## src/rtl/dmc_pkg.sv

```systemverilog
// Shared types for the delay-matching search controller.
// Assumes: nothing beyond IEEE 1800-2017.
package dmc_pkg;
    // Which line is being swept during the current run
    typedef enum logic {
        SW_CAL  = 1'b0,   // sweep open-loop tap, reference fixed
        SW_MEAS = 1'b1    // sweep reference tap, open-loop fixed
    } sweep_mode_t;

    // Sequencer state
    typedef enum logic {
        ST_IDLE  = 1'b0,
        ST_SWEEP = 1'b1
    } ctl_state_t;
endpackage

```

## src/rtl/dmc_settle_timer.sv

```systemverilog
// Settling timer: after a load, counts SETTLE_CYC-1 cycles down, then
// flags that the tap has been applied long enough to sample the detector.
// Assumes: SETTLE_CYC >= 1; the tick is only used by the caller while a sweep runs.
module dmc_settle_timer #(
    parameter int SETTLE_CYC = 4
) (
    input  logic clk,
    input  logic rst_n,
    input  logic load,
    output logic tick
);
    localparam int CNT_W = (SETTLE_CYC > 1) ? $clog2(SETTLE_CYC) : 1;
    localparam logic [CNT_W-1:0] RELOAD = CNT_W'(SETTLE_CYC - 1);

    logic [CNT_W-1:0] cnt;

    // Down-counter: reload on a tap change, then run down to zero and hold there
    always_ff @(posedge clk) begin
        if (!rst_n) begin
            cnt <= '0;
        end else if (load) begin
            cnt <= RELOAD;
        end else if (cnt != '0) begin
            cnt <= cnt - 1'b1;
        end
    end

    // Detector may be sampled once the count has expired
    assign tick = (cnt == '0);
endmodule

```

## src/rtl/dmc_tap_sweep.sv

```systemverilog
// Tap sweep: holds the tap being searched, records the detector baseline
// at the first sample, and reports a match (decision differs from the
// baseline) or exhaustion (last tap sampled, no match).
// Assumes: init and sample are never high together.
module dmc_tap_sweep #(
    parameter int TAP_W = 7
) (
    input  logic             clk,
    input  logic             rst_n,
    input  logic             init,
    input  logic             sample,
    input  logic             pd_in,
    output logic [TAP_W-1:0] tap,
    output logic             hit,
    output logic             exhausted
);
    localparam logic [TAP_W-1:0] TAP_LAST = '1;

    logic first_smp;
    logic base_pd;

    // Match: any sample after the baseline that disagrees with it
    assign hit       = sample && !first_smp && (pd_in != base_pd);
    // Exhausted: the last tap was sampled and it did not match
    assign exhausted = sample && !hit && (tap == TAP_LAST);

    // Tap register, baseline capture and step-on-miss
    always_ff @(posedge clk) begin
        if (!rst_n) begin
            tap       <= '0;
            first_smp <= 1'b1;
            base_pd   <= 1'b0;
        end else if (init) begin
            tap       <= '0;
            first_smp <= 1'b1;
        end else if (sample) begin
            first_smp <= 1'b0;
            if (first_smp) begin
                base_pd <= pd_in;
            end
            if (!hit && !exhausted) begin
                tap <= tap + 1'b1;
            end
        end
    end

    // the searched tap only stays put or moves up by one
    assert_step_by_one_R1: assert property (@(posedge clk) disable iff (!rst_n)
        !init |=> (tap == $past(tap) || tap == $past(tap) + 1'b1));

    // the sweep never wraps past the last tap
    assert_no_wrap_R7: assert property (@(posedge clk) disable iff (!rst_n)
        (!init && tap == TAP_LAST) |=> (tap == TAP_LAST));
endmodule

```

## src/rtl/dmc_seq.sv

```systemverilog
// Sequencer: accepts start requests while idle, runs one sweep per
// request, and latches the corner code, temperature code, strobes and
// the sticky range flag.
// Assumes: hit and exhausted come from the tap sweep and are only valid with sample.
module dmc_seq #(
    parameter int TAP_W = 7
) (
    input  logic                 clk,
    input  logic                 rst_n,
    input  logic                 start_cal,
    input  logic                 start_meas,
    input  logic [TAP_W-1:0]     nc_in,
    input  logic                 tick,
    input  logic                 hit,
    input  logic                 exhausted,
    input  logic [TAP_W-1:0]     sweep_tap,
    output logic                 sweep_init,
    output logic                 timer_load,
    output logic                 sample,
    output logic                 busy,
    output dmc_pkg::sweep_mode_t mode,
    output logic [TAP_W-1:0]     nc_hold,
    output logic [TAP_W-1:0]     mc_code,
    output logic [TAP_W-1:0]     nm_code,
    output logic                 cal_done,
    output logic                 meas_valid,
    output logic                 calibrated,
    output logic                 oor
);
    import dmc_pkg::*;

    ctl_state_t state;
    logic       go_cal;
    logic       go_meas;

    // Start decoding: only from idle; calibration wins a tie; measurement needs a corner code
    always_comb begin
        go_cal  = (state == ST_IDLE) && start_cal;
        go_meas = (state == ST_IDLE) && start_meas && !start_cal && calibrated;
    end

    assign busy       = (state == ST_SWEEP);
    assign sample     = busy && tick;
    assign sweep_init = go_cal || go_meas;
    assign timer_load = sweep_init || (sample && !hit && !exhausted);

    // State, mode and latched reference tap
    always_ff @(posedge clk) begin
        if (!rst_n) begin
            state   <= ST_IDLE;
            mode    <= SW_CAL;
            nc_hold <= '0;
        end else if (go_cal) begin
            state   <= ST_SWEEP;
            mode    <= SW_CAL;
            nc_hold <= nc_in;
        end else if (go_meas) begin
            state   <= ST_SWEEP;
            mode    <= SW_MEAS;
        end else if (sample && (hit || exhausted)) begin
            state   <= ST_IDLE;
        end
    end

    // Result codes, strobes, calibration flag and sticky range flag
    always_ff @(posedge clk) begin
        if (!rst_n) begin
            mc_code    <= '0;
            nm_code    <= '0;
            cal_done   <= 1'b0;
            meas_valid <= 1'b0;
            calibrated <= 1'b0;
            oor        <= 1'b0;
        end else begin
            cal_done   <= 1'b0;
            meas_valid <= 1'b0;
            if (sample && hit) begin
                if (mode == SW_CAL) begin
                    mc_code    <= sweep_tap;
                    calibrated <= 1'b1;
                    cal_done   <= 1'b1;
                end else begin
                    nm_code    <= sweep_tap;
                    meas_valid <= 1'b1;
                end
            end
            if (sample && exhausted) begin
                oor <= 1'b1;
            end
        end
    end

    // calibration strobe lasts one cycle
    assert_cal_pulse_R3: assert property (@(posedge clk) disable iff (!rst_n)
        cal_done |=> !cal_done);

    // measurement strobe lasts one cycle and never coincides with calibration
    assert_meas_pulse_R4: assert property (@(posedge clk) disable iff (!rst_n)
        meas_valid |=> !meas_valid);
    assert_strobes_apart_R4: assert property (@(posedge clk) disable iff (!rst_n)
        !(meas_valid && cal_done));

    // no measurement result without a prior calibration
    assert_meas_needs_cal_R6: assert property (@(posedge clk) disable iff (!rst_n)
        meas_valid |-> calibrated);

    // the range flag is sticky
    assert_oor_sticky_R7: assert property (@(posedge clk) disable iff (!rst_n)
        oor |=> oor);

    // a run in progress is not restarted by a new start pulse
    assert_no_restart_R8: assert property (@(posedge clk) disable iff (!rst_n)
        (busy && !sample) |=> (busy && $stable(mode)));
endmodule

```

## src/rtl/dly_match_ctrl.sv

```systemverilog
// Delay-matching calibration search controller (top).
// Calibration holds the reference tap and sweeps the open-loop tap;
// measurement holds the stored open-loop tap and sweeps the reference tap.
// Each sweep ends when the bang-bang detector decision flips.
// Assumes: pd_late reflects the applied taps within SETTLE_CYC cycles;
// start pulses are synchronous to clk.
module dly_match_ctrl #(
    parameter int TAP_W      = 7,
    parameter int SETTLE_CYC = 4
) (
    input  logic             clk,
    input  logic             rst_n,
    input  logic             start_cal,
    input  logic             start_meas,
    input  logic [TAP_W-1:0] cal_ref_tap,
    input  logic             pd_late,
    output logic [TAP_W-1:0] ref_tap,
    output logic [TAP_W-1:0] ol_tap,
    output logic             busy,
    output logic             cal_done,
    output logic             meas_valid,
    output logic [TAP_W-1:0] corner_code,
    output logic [TAP_W-1:0] temp_code,
    output logic             calibrated,
    output logic             out_of_range
);
    import dmc_pkg::*;

    logic             sweep_init;
    logic             timer_load;
    logic             sample;
    logic             tick;
    logic             hit;
    logic             exhausted;
    logic [TAP_W-1:0] sweep_tap;
    logic [TAP_W-1:0] nc_hold;
    sweep_mode_t      mode;

    dmc_settle_timer #(.SETTLE_CYC(SETTLE_CYC)) u_timer (
        .clk   (clk),
        .rst_n (rst_n),
        .load  (timer_load),
        .tick  (tick)
    );

    dmc_tap_sweep #(.TAP_W(TAP_W)) u_sweep (
        .clk       (clk),
        .rst_n     (rst_n),
        .init      (sweep_init),
        .sample    (sample),
        .pd_in     (pd_late),
        .tap       (sweep_tap),
        .hit       (hit),
        .exhausted (exhausted)
    );

    dmc_seq #(.TAP_W(TAP_W)) u_seq (
        .clk        (clk),
        .rst_n      (rst_n),
        .start_cal  (start_cal),
        .start_meas (start_meas),
        .nc_in      (cal_ref_tap),
        .tick       (tick),
        .hit        (hit),
        .exhausted  (exhausted),
        .sweep_tap  (sweep_tap),
        .sweep_init (sweep_init),
        .timer_load (timer_load),
        .sample     (sample),
        .busy       (busy),
        .mode       (mode),
        .nc_hold    (nc_hold),
        .mc_code    (corner_code),
        .nm_code    (temp_code),
        .cal_done   (cal_done),
        .meas_valid (meas_valid),
        .calibrated (calibrated),
        .oor        (out_of_range)
    );

    // Tap steering: the swept tap goes to whichever line the mode selects
    always_comb begin
        if (mode == SW_CAL) begin
            ref_tap = nc_hold;
            ol_tap  = sweep_tap;
        end else begin
            ref_tap = sweep_tap;
            ol_tap  = corner_code;
        end
    end

    // reference tap stays fixed through a calibration run
    assert_ref_held_R1: assert property (@(posedge clk) disable iff (!rst_n)
        (busy && mode == SW_CAL) |=> (!busy || $stable(ref_tap)));

    // open-loop tap stays on the corner code through a measurement run
    assert_ol_fixed_R4: assert property (@(posedge clk) disable iff (!rst_n)
        (busy && mode == SW_MEAS) |=> (!busy || ol_tap == corner_code));

    // a measurement never alters the corner code
    assert_corner_kept_R5: assert property (@(posedge clk) disable iff (!rst_n)
        (mode == SW_MEAS) |=> $stable(corner_code));
endmodule

```

## config.mk

```make
export PLATFORM = sky130hd
export DESIGN_NAME = dly_match_ctrl
export DESIGN_NICKNAME = d
export VERILOG_FILES = /design/src/rtl/dmc_pkg.sv /design/src/rtl/dmc_settle_timer.sv /design/src/rtl/dmc_tap_sweep.sv /design/src/rtl/dmc_seq.sv /design/src/rtl/dly_match_ctrl.sv
export SDC_FILE = /design/constraint.sdc
export NUM_CORES = 1
export LEC_CHECK = 0
export BUFFER_PORTS_ARGS = -buffer_cell sky130_fd_sc_hd__buf_4
export CAP_MARGIN = 20
export CORE_ASPECT_RATIO = 2
export CORE_MARGIN = 8
export CORE_UTILIZATION = 38
export DETAILED_ROUTE_END_ITERATION = 8
export PLACE_DENSITY = 0.58
export SYNTH_ARGS = -nofsm -noshare
export SYNTH_HDL_FRONTEND = slang
export SYNTH_HIERARCHICAL = 1
export SYNTH_SLANG_ARGS = --single-unit
```

## constraint.sdc

```tcl
create_clock -name clk -period 4.2 [get_ports clk]
set_input_delay 0.42 -clock clk [delete_from_list [all_inputs] [get_ports clk]]
set_output_delay 0.42 -clock clk [all_outputs]
set_load 0.02 [all_outputs]
```

After elaboration in Yosys (flattened, before gate mapping)
Cells that the tools add are included.
{"block": "word_totals", "reg_bits": 38, "elab_cells": 62}
{"block": "classes", "n_addsub": 2, "eq_ne": 2, "n_mux": 9, "bitwise": 4, "n_reduce_logical": 32}
{"operator": "1-bit logical AND", "count": 14}
{"operator": "7-bit 2-to-1 mux", "count": 2}
{"operator": "2-bit AND reduction", "count": 4}
{"operator": "7-bit by 1-bit adder with 7-bit output, second input constant", "count": 1}
{"operator": "7-bit == test, second input constant", "count": 1}
{"operator": "1-bit 2-to-1 mux", "count": 5}
{"operator": "1-bit logical NOT", "count": 4}
{"operator": "2-bit 2-to-1 mux", "count": 2}
{"operator": "1-bit inverter", "count": 4}
{"operator": "2-bit nonzero test", "count": 2}
{"operator": "2-bit OR reduction", "count": 2}
{"operator": "1-bit logical OR", "count": 3}
{"operator": "3-bit AND reduction", "count": 1}
{"operator": "3-bit nonzero test", "count": 1}
{"operator": "2-bit logical NOT", "count": 1}
{"operator": "2-bit by 1-bit subtractor with 2-bit output, second input constant", "count": 1}
{"operator": "1-bit != test", "count": 1}

Logic depth before layout (Yosys ltp)
Gate-level depths: netlist of run 1.
{"block": "logic_depth", "word_depth": 12, "mapped_depth": 9}

Modules after synthesis
Netlist of run 1, hierarchy kept.
{"module": "dmc_seq", "instances": 1, "cells_per_inst": 102, "area_per_inst_um2": 1012.2, "seq_area_each_um2": 540.5}
{"module": "dmc_tap_sweep", "instances": 1, "cells_per_inst": 51, "area_per_inst_um2": 447.9, "seq_area_each_um2": 180.2}
{"module": "dly_match_ctrl", "instances": 1, "cells_per_inst": 15, "area_per_inst_um2": 168.9, "seq_area_each_um2": 0.0}
{"module": "dmc_settle_timer", "instances": 1, "cells_per_inst": 9, "area_per_inst_um2": 93.8, "seq_area_each_um2": 40.0}

Least setup slack after synthesis of run 1
No wires, ideal clock.
{"block": "synth_path", "path_kind": "flip-flop to flip-flop", "startpoint": "reg u_timer.cnt[0]", "endpoint": "reg u_seq.mc_code[2]", "arrival_time_ns": 2.020, "setup_slack_ns": 2.066, "stages_incl_launch_ff": 10, "path_buffers": 1, "cell_sequence": "dfxtp_1 > inv_1 > ha_1 > nand2_1 > inv_1 > nor3b_1 > nand4b_4 > buf_6 > nand3_2 > o21ai_2"}
{"block": "synth_via", "elab_chain_cells": 5}
{"element": "start: declaration", "line": "dmc_settle_timer.sv:15", "text": "logic [CNT_W-1:0] cnt;"}
{"element": "start signal: assignment", "line": "dmc_settle_timer.sv:24", "text": "cnt <= cnt - 1'b1;"}
{"element": "2-bit logical NOT", "line": "dmc_settle_timer.sv:29", "text": "assign tick = (cnt == '0);"}
{"element": "net tick", "line": "dly_match_ctrl.sv:32", "text": "logic tick;"}
{"element": "1-bit logical AND", "line": "dmc_seq.sv:43", "text": "assign sample = busy && tick;"}
{"element": "net sample", "line": "dly_match_ctrl.sv:31", "text": "logic sample;"}
{"element": "1-bit logical AND (2 in a row)", "line": "dmc_tap_sweep.sv:23", "text": "assign hit = sample && !first_smp && (pd_in != base_pd);"}
{"element": "net hit", "line": "dly_match_ctrl.sv:33", "text": "logic hit;"}
{"element": "1-bit logical AND", "line": "dmc_seq.sv:77", "text": "if (sample && hit) begin"}
{"element": "end signal: assignment", "line": "dmc_seq.sv:79", "text": "mc_code <= sweep_tap;"}
{"element": "end: declaration", "line": "dmc_seq.sv:23", "text": "output logic [TAP_W-1:0] mc_code,"}
The timed path passes the listed nets, and every way through them passes these cells.
A chain may end at the register's enable or synchronous reset.

Worst setup path after layout of run 1
{"block": "layout_path", "startpoint": "reg u_timer.cnt[0]", "endpoint": "reg u_seq.mc_code[3]"}
The elaborated chain is that of the path after synthesis.

==> flow_metrics.env, run 1 <==
export IMPL_dp_hpwl_microns=3210
export IMPL_setup_violations=0
export IMPL_cpMostUsedCell="inv_1"
export IMPL_p_sw_mw=0.193
export IMPL_drt_met1_wl_microns=1750
export IMPL_cts_buffer_depth=2
export IMPL_r2r_end="u_seq/mc_code[3]"
export IMPL_drive_above_1_share_pct=35.7
export IMPL_num_vias=1421
export IMPL_max_freq_mhz=398
export IMPL_rr_worst_depth=8
export IMPL_cp_start_kind="flip-flop"
export IMPL_syn_area_sq_um=1720
export IMPL_layout_commonest_cell="buf_4"
export IMPL_start_util_pct=39.7
export IMPL_crit_chain="inv_1 > ha_1 > nand2_1 > inv_1 > nor3b_1 > nand4b_4 > nand3_1 > o21ai_2"
export IMPL_core_sq_um=4340
export IMPL_area_delta_synth_final_pct=27.7
export IMPL_io_pin_count=45
export IMPL_avgSynthCellArea_sq_um=9.73
export IMPL_drc=0
export IMPL_ys_types=39
export IMPL_min_delay_worst_endpoint="u_seq/nc_hold[1]"
export IMPL_crit_arrival_ns=2.69
export IMPL_post_cts_setup_buffers=0
export IMPL_slew_violations=0
export IMPL_ys_ff_latch=38
export IMPL_portBuffers=44
export IMPL_routed_wl_microns=4380
export IMPL_ctsHoldBuffers=0
export IMPL_ir_drop_v=0.000250
export IMPL_fin_tns_setup_ns=0
export IMPL_fp_dieH_microns=111
export IMPL_cp_max_fo=16
export IMPL_top_layer="met4"
export IMPL_seq_area_frac_synth_pct=44.2
export IMPL_cts_made_buffers=5
export IMPL_synth_area_leaders="dfxtp_1 (44%), mux2_2 (9.2%), mux2i_1 (5.2%), nand3_1 (4.6%), o21ai_2 (4.1%)"
export IMPL_antenna_left=0
export IMPL_cp_required_ns=4.38
export IMPL_via_per_inst=5.17
export IMPL_min_period_ns=2.51
export IMPL_yosysWarnings=6
export IMPL_wl_met3_microns=242
export IMPL_yosysTopAreaCellShare_pct=44.2
export IMPL_relSlewSlack_pct=41.9
export IMPL_insertion_delay_ns=0.29
export IMPL_power_frac_comb_pct=10.8
export IMPL_die_area_sq_um=7080
export IMPL_grt_pass1_wl_microns=7090
export IMPL_outcome="completed"
export IMPL_power_density_nw_per_um2=383
export IMPL_cpMaxStageDelayCell="nor3b_1"
export IMPL_reg2reg_from="u_timer/cnt[0]"
export IMPL_worstHoldStart="cal_ref_tap[1]"
export IMPL_routedWlPerCell_microns=15.9
export IMPL_path_class="reg2reg"
export IMPL_synth_edf_count=0
export IMPL_synth_top_area_cell="dfxtp_1"
export IMPL_p_leak_nw=0.933
export IMPL_seq_area_sq_um=761
export IMPL_seq_power_share_pct=45.1
export IMPL_dr_wl_met2_microns=2310
export IMPL_power_frac_clock_pct=44.1
export IMPL_gp_congestion=0.849
export IMPL_async_flop_share_pct=0
export IMPL_fillers=429
export IMPL_final_cell_mix="buf_4 (44), dfxtp_1 (38), nand3_1 (16)"
export IMPL_switching_share_pct=23.0
export IMPL_clockRootBuffer="clkbuf_8"
export IMPL_grt_antenna_before_repair=0
export IMPL_power_mw=0.843
export IMPL_cts_tree="built"
export IMPL_min_period_over_period_pct=59.8
export IMPL_cts_htree_levels=2
export IMPL_grt_pass1_vias=1420
export IMPL_track_usage_pct=12.5
export IMPL_row_count=34
export IMPL_nNetsFinal=234
export IMPL_crit_family="simple AND/OR/NAND/NOR gates"
export IMPL_internal_power_mw=0.649
export IMPL_clock_sinks=38
export IMPL_tightest_slew_ns=0.869
export IMPL_r2r_setup_slack_ns=1.69
export IMPL_skew_ns=0.00843
export IMPL_hold_path_class="in2reg"
export IMPL_dieWidth_microns=63.6
export IMPL_cts_repair_resized=0
export IMPL_cap_viol_max_count=0
export IMPL_multiInputGateArea_sq_um=875
export IMPL_cp_slowest_stage_delay_ns=0.60
export IMPL_grt_max_degree=28
export IMPL_ys_flop_type="dfxtp_1"
export IMPL_rsz0062_at_grt="no"
export IMPL_path_clk_slew_ns=0.08
export IMPL_worstHoldPathCells=3
export IMPL_postSynthCellCount=177
export IMPL_endpoint_kind="flip-flop"
export IMPL_drt_iter0_markers=34
export IMPL_crit_buf_inv=2
export IMPL_hold_viol=0
export IMPL_drtPass1Iterations=4
export IMPL_syn_num_nets=191
export IMPL_diodes=0
export IMPL_overflow=0
cell type report:
class / count / share of cell area [%]
sequential: 38 / 34.6
timing repair buffer: 44 / 15.0
clock inverter: 3 / 3.13
multi-input combinational: 123 / 39.7
inverter: 8 / 1.36
tap: 54 / 3.07
clock buffer: 5 / 3.13
cell families (layout without fill, tap and decap cells):
kind of cell | after synthesis | count (layout) | share of synthesized area (%)
fa+ha+maj | 2 | 2 | 1.45
xor+xnor | 2 | 2 | 1.45
buf+inv | 16 | 60 | 5.08
flops | 38 | 38 | 44.2
mux | 23 | 23 | 14.4
compound gates | 38 | 38 | 15.3
simple gates | 58 | 58 | 18.2
worst max path at each step:
stage	from	end	cells after the start
floorplan	u_timer/cnt[0]	u_seq/mc_code[2]	9
finish	u_timer/cnt[0]	u_seq/mc_code[3]	8
detailed placement	u_timer/cnt[0]	u_seq/mc_code[6]	8
global route	u_timer/cnt[0]	u_seq/mc_code[4]	8
global placement	u_timer/cnt[0]	u_seq/mc_code[5]	8
CTS	u_timer/cnt[0]	u_seq/mc_code[3]	8
cells in the mapped netlist, types with 2 or more instances:
cell type and n:
o31ai_1 2, clkbuf_1 2, o21ai_1 7, nor2b_1 3, ha_1 2, o21ai_2 8
o21a_1 3, nand2_1 12, mux2i_1 9, a21oi_1 5, o41ai_1 2, nand3_1 16
o311ai_0 2, inv_1 8, mux2_2 14, buf_6 3, dfxtp_1 38, and3_1 2
or4_1 2, nor2_1 15, o211ai_1 2, o21ai_0 3
per-layer routing:
layer  vias to the layer above  track usage (%)
met3                         6             4.55
met5                         -                0
met2                        33             21.7
met4                         0             6.00
met1                       665             12.8
li1                        717                -
per-stage QoR:
step	utilization, %	hold WS [ns]	setup slack (ns)	std cells	instance area (sq um)
finish	50.7	0.368	1.69	275	2200
global route	50.7	0.377	1.51	275	2200
CTS	50.7	0.363	1.71	275	2200
detailed placement	47.5	0.457	1.72	267	2060
global placement	47.5	0.451	1.85	267	2060
floorplan	-	0.456	2.07	177	1720
flip-flops by register name, summed over array words and instances (netlist names), 2 cells and up:
signal,flops
u_seq/mc_code,7
u_seq/nc_hold,7
u_seq/nm_code,7
u_sweep/tap,7
u_timer/cnt,2
power groups by stage:
stage / clock, mW / sequential, mW / combinational [mW]
final: 0.371 / 0.380 / 0.0912
after detailed placement: 0 / 0.389 / 0.0909
after global routing: 0.394 / 0.382 / 0.0996
after CTS: 0.382 / 0.380 / 0.0914
after global placement: 0 / 0.388 / 0.0884
after floorplan: 0 / 0.387 / 0.0646
tightest hold or removal path, cell delays in order:
cell	delay, ns
buf_4	0.08
mux2i_1	0.05
nor2_1	0.07
No activity file was read; power rests on OpenSTA's default activity.
==> run 2, diff against run 1 <==
--- a/config.mk
+++ b/config.mk
@@ -11,7 +11,7 @@
 export CORE_MARGIN = 8
 export CORE_UTILIZATION = 38
 export DETAILED_ROUTE_END_ITERATION = 8
-export PLACE_DENSITY = 0.58
+export PLACE_DENSITY = 0.6
 export SYNTH_ARGS = -nofsm -noshare
 export SYNTH_HDL_FRONTEND = slang
 export SYNTH_HIERARCHICAL = 1
==> constraint.sdc (replaced) <==
create_clock -name clk -period 2.15 [get_ports clk]
set_input_delay 0.215 -clock clk [delete_from_list [all_inputs] [get_ports clk]]
set_output_delay 0.215 -clock clk [all_outputs]
set_load 0.02 [all_outputs]
==> flow_metrics.env, run 2 (synthesized netlist as in run 1, its figures left out) <==
export IMPL_cp_required_ns=2.34
export IMPL_fillers=451
export IMPL_power_mw=1.45
export IMPL_cap_viol_max_count=0
export IMPL_diodes=0
export IMPL_crit_chain="inv_1 > ha_1 > nand2_1 > inv_1 > nor3b_1 > buf_4 > nand4b_4 > nand3_1 > o21ai_2"
export IMPL_instances_no_fill=280
export IMPL_max_freq_mhz=550
export IMPL_core_sq_um=4340
export IMPL_grt_pass1_wl_microns=6870
export IMPL_dieWidth_microns=63.6
export IMPL_cp_start_kind="flip-flop"
export IMPL_power_density_nw_per_um2=658
export IMPL_cts_made_buffers=5
export IMPL_hold_path_class="in2reg"
export IMPL_cts_buffer_depth=2
export IMPL_fin_area_sq_um=2200
export IMPL_cts_tree="built"
export IMPL_clock_sinks=38
export IMPL_rr_worst_depth=9
export IMPL_overflow=0
export IMPL_layout_commonest_cell="buf_4"
export IMPL_worst_slack_ns=0.332
export IMPL_place_area_sq_um=2100
export IMPL_endpoint_kind="flip-flop"
export IMPL_fin_tns_setup_ns=0
export IMPL_routed_wl_microns=4240
export IMPL_path_class="reg2reg"
export IMPL_final_cell_mix="buf_4 (49), dfxtp_1 (38), nand3_1 (16)"
export IMPL_rsz0062_at_grt="no"
export IMPL_drtPass1Iterations=4
export IMPL_setup_violations=0
export IMPL_dpl_worst_slack_ns=0.316
export IMPL_routedWlPerCell_microns=15.1
export IMPL_row_count=34
export IMPL_insertion_delay_ns=0.29
export IMPL_r2r_setup_slack_ns=0.33
export IMPL_relSlewSlack_pct=70.0
export IMPL_antenna_left=0
export IMPL_die_area_sq_um=7080
export IMPL_grt_pass1_vias=1423
export IMPL_drc=0
export IMPL_cpMostUsedCell="inv_1"
export IMPL_ir_drop_v=0.000532
export IMPL_worstHoldPathCells=3
export IMPL_r2r_end="u_seq/mc_code[4]"
export IMPL_cts_repair_resized=0
export IMPL_path_clk_slew_ns=0.08
export IMPL_start_util_pct=39.7
export IMPL_via_per_inst=5.12
export IMPL_skew_ns=0.00789
export IMPL_fin_hold_ws_ns=0.157
export IMPL_worstHoldStart="cal_ref_tap[3]"
export IMPL_hold_viol=0
export IMPL_track_usage_pct=12.1
export IMPL_post_place_cells=272
export IMPL_ctsHoldBuffers=0
export IMPL_startpoint="u_timer/cnt[1]"
export IMPL_cp_slowest_stage_delay_ns=0.30
export IMPL_finish_utilization_pct=50.6
export IMPL_tightest_slew_ns=0.448
export IMPL_drive_above_1_share_pct=37.2
export IMPL_cpMaxStageDelayCell="dfxtp_1"
export IMPL_grt_max_degree=28
export IMPL_dp_hpwl_microns=3190
export IMPL_crit_arrival_ns=2.00
export IMPL_cp_max_fo=16
export IMPL_post_cts_setup_buffers=0
export IMPL_num_vias=1434
export IMPL_portBuffers=44
export IMPL_drt_iter0_markers=23
export IMPL_nNetsFinal=239
export IMPL_area_delta_synth_final_pct=27.5
export IMPL_fp_dieH_microns=111
export IMPL_p_leak_nw=0.938
export IMPL_min_period_over_period_pct=84.5
export IMPL_gp_congestion=0.797
export IMPL_io_pin_count=45
export IMPL_min_delay_worst_endpoint="u_seq/nc_hold[3]"
export IMPL_slew_violations=0
export IMPL_clockRootBuffer="clkbuf_8"
export IMPL_cts_htree_levels=2
export IMPL_grt_antenna_before_repair=0
export IMPL_min_period_ns=1.82
export IMPL_outcome="completed"
export IMPL_reg2reg_from="u_timer/cnt[1]"
## run 2: changes by cell type in the layout (fill, tap and decap cells not counted)
cell / before / now
clkinvlp_4: 0 / 1
buf_4: 44 / 49
clkbuf_8: 5 / 6
bufinv_16: 2 / 0
clkinv_4: 1 / 0
clkinv_2: 0 / 1
## run 2: power breakdown
group / leakage, nW / internal, mW / switching (mW)
logic: 0.582 / 0.0864 / 0.105
clock network: 0.0472 / 0.258 / 0.258
registers: 0.308 / 0.725 / 0.0139
## run 2: worst max-delay path, delay by kind of cell (launching register included)
kind	cells	cell delay (ns)
fa+ha+maj	1	0.16
compound gates	1	0.07
flops	1	0.30
buf+inv	3	0.41
simple gates	4	0.78
## run 2: per-layer routing
layer  up-vias  GRT usage [%]  routed length [microns]
li1        734              -                        -
met1       662           11.9                     1720
met2        32           21.6                     2240
met3         6           4.05                      203
met4         0           5.85                       73
met5         -              0                        0
## run 2: area by class of cell
| class | count | area, sq um | share of cell area [%] |
|---|---|---|---|
| clock buffer | 6 | 82.6 | 3.76 |
| clock inverter | 2 | 12.5 | 0.570 |
| inverter | 8 | 30.0 | 1.37 |
| multi-input combinational | 123 | 875 | 39.8 |
| sequential | 38 | 761 | 34.6 |
| tap | 54 | 67.6 | 3.08 |
| timing repair buffer | 49 | 368 | 16.8 |
## run 2: worst max path at each step
stage	end	slack [ns]	depth (start not counted)
after floorplan	u_seq/mc_code[2]	0.02	9
after global placement	u_seq/mc_code[1]	0.38	9
after detailed placement	u_seq/mc_code[0]	0.32	9
after CTS	u_seq/mc_code[4]	0.31	9
after global routing	u_seq/mc_code[5]	0.16	9
final	u_seq/mc_code[4]	0.33	9
==> run 3, diff against run 2 <==
--- a/config.mk
+++ b/config.mk
@@ -11,7 +11,7 @@
 export CORE_MARGIN = 8
 export CORE_UTILIZATION = 38
 export DETAILED_ROUTE_END_ITERATION = 8
-export PLACE_DENSITY = 0.6
+export PLACE_DENSITY = 0.58
 export SYNTH_ARGS = -nofsm -noshare
 export SYNTH_HDL_FRONTEND = slang
 export SYNTH_HIERARCHICAL = 1
==> constraint.sdc (replaced) <==
create_clock -name clk -period 1.9 [get_ports clk]
set_input_delay 0.19 -clock clk [delete_from_list [all_inputs] [get_ports clk]]
set_output_delay 0.19 -clock clk [all_outputs]
set_load 0.02 [all_outputs]
==> flow_metrics.env, run 3 (synthesized netlist as in run 1, its figures left out) <==
export IMPL_outcome="completed"
export IMPL_cp_slowest_stage_delay_ns=0.34
export IMPL_r2r_setup_slack_ns=0.15
export IMPL_insertion_delay_ns=0.29
export IMPL_crit_chain="inv_1 > ha_1 > nand2_1 > inv_1 > nor3b_4 > nand4_4 > nand3_1 > o21ai_1"
export IMPL_routed_wl_microns=4530
export IMPL_grt_max_degree=28
export IMPL_cpMostUsedCell="inv_1"
export IMPL_min_period_over_period_pct=92.0
export IMPL_ir_drop_v=0.000655
export IMPL_via_per_inst=5.20
export IMPL_setup_violations=0
export IMPL_worstHoldStart="cal_ref_tap[1]"
export IMPL_drive_above_1_share_pct=38.4
export IMPL_grt_pass1_vias=1454
export IMPL_track_usage_pct=13.0
export IMPL_cts_buffer_depth=2
export IMPL_clockRootBuffer="clkbuf_8"
export IMPL_ctsHoldBuffers=0
export IMPL_num_vias=1473
export IMPL_final_cell_mix="buf_4 (51), dfxtp_1 (38), nand3_1 (16)"
export IMPL_worst_slack_ns=0.151
export IMPL_fp_dieH_microns=111
export IMPL_tightest_slew_ns=0.441
export IMPL_portBuffers=44
export IMPL_hold_viol=0
export IMPL_slew_violations=0
export IMPL_min_period_ns=1.75
export IMPL_grt_pass1_wl_microns=7330
export IMPL_cap_viol_max_count=0
export IMPL_max_freq_mhz=572
export IMPL_start_util_pct=39.7
export IMPL_path_clk_slew_ns=0.07
export IMPL_nNetsFinal=242
export IMPL_path_class="reg2reg"
export IMPL_gr_usage_met2_pct=21.9
export IMPL_row_count=34
export IMPL_r2r_end="u_seq/nm_code[1]"
export IMPL_layout_commonest_cell="buf_4"
export IMPL_die_area_sq_um=7080
export IMPL_diodes=0
export IMPL_drtPass1Iterations=4
export IMPL_antenna_left=0
export IMPL_gr_max_usage_layer="met2"
export IMPL_p_leak_nw=0.968
export IMPL_cts_made_buffers=5
export IMPL_cts_htree_levels=2
export IMPL_critPathCapture="u_seq/nm_code[1]"
export IMPL_cts_tree="built"
export IMPL_gp_congestion=0.867
export IMPL_reg2reg_from="u_timer/cnt[0]"
export IMPL_power_density_nw_per_um2=727
export IMPL_routedWlPerCell_microns=16.0
export IMPL_cp_start_kind="flip-flop"
export IMPL_overflow=0
export IMPL_use_met3_pct=3.74
export IMPL_io_pin_count=45
export IMPL_met1_usage_pct=13.4
export IMPL_relSlewSlack_pct=70.6
export IMPL_power_mw=1.63
export IMPL_endpoint_kind="flip-flop"
export IMPL_clock_sinks=38
export IMPL_drc=0
export IMPL_dp_hpwl_microns=3430
export IMPL_area_delta_synth_final_pct=30.1
export IMPL_cpMaxStageDelayCell="nor3b_4"
export IMPL_rr_worst_depth=8
export IMPL_crit_arrival_ns=1.92
export IMPL_skew_ns=0.00501
export IMPL_startpoint="u_timer/cnt[0]"
export IMPL_rsz0062_at_grt="no"
export IMPL_core_sq_um=4340
export IMPL_cp_max_fo=15
export IMPL_drt_iter0_markers=34
export IMPL_dpl_worst_slack_ns=-0.0357
export IMPL_grt_antenna_before_repair=0
export IMPL_hold_path_class="in2reg"
export IMPL_cp_required_ns=2.07
export IMPL_dieWidth_microns=63.6
-- run 3: cell types whose count changed in the layout (fill, tap and decap cells not counted), sizes merged --
cell | before | now
buf | 49 | 52
-- run 3: area by class of cell --
type / instances / area, sq um
Clock inverter: 2 / 12.5
Tap cell: 54 / 67.6
Multi-Input combinational cell: 123 / 886
Inverter: 8 / 30.0
Fill cell: 445 / 2100
Sequential cell: 38 / 761
Timing Repair Buffer: 52 / 403
Clock buffer: 6 / 82.6
-- run 3: repair_timing --
action                                  4_1_cts  5_1_grt
resized for setup                             1        0
pin swaps                                     1        1
endpoints found under the setup margin        7        9
buffers inserted                              0        1
-- run 3: worst max-delay path: cells and delay by family, from the launching register on --
family | cells | cell delay, ns
AO/OA/AOI/OAI | 1 | 0.07
AND/OR/NAND/NOR | 4 | 0.84
buffers and inverters | 2 | 0.24
flip-flops | 1 | 0.33
adder cells (fa/ha/maj) | 1 | 0.16
-- run 3: where the power goes --
part | switching, mW | total, mW | internal, mW
Combinational | 0.124 | 0.226 | 0.102
Sequential | 0.0144 | 0.834 | 0.820
Clock | 0.279 | 0.570 | 0.291
Total | 0.417 | 1.63 | 1.21
-- run 3: metrics by stage --
stage | setup TNS, ns | cells | hold slack [ns] | area (sq um) | util (%)
floorplan | 0 | 177 | 0.307 | 1730 | -
global route | 0 | 283 | 0.148 | 2240 | 51.7
global placement | 0 | 274 | 0.426 | 2120 | 48.9
detailed placement | -0.152 | 274 | 0.432 | 2120 | 48.9
CTS | 0 | 282 | 0.131 | 2220 | 51.2
finish | 0 | 283 | 0.135 | 2240 | 51.7
-- run 3: worst min path at each step --
stage / endpoint / slack, ns / cells past startpoint
floorplan: u_timer/cnt[0] / 0.31 / 1
global placement: u_seq/nc_hold[2] / 0.43 / 3
detailed placement: u_seq/nc_hold[0] / 0.43 / 3
CTS: u_seq/nc_hold[0] / 0.13 / 3
global route: u_seq/nc_hold[6] / 0.15 / 3
finish: u_seq/nc_hold[1] / 0.13 / 3
-- run 3: per-layer routing --
metal  vias to the layer above  wire [microns]
li1                        738               -
met1                       678            1790
met2                        47            2330
met3                        10             235
met4                         0             175
met5                         -               0
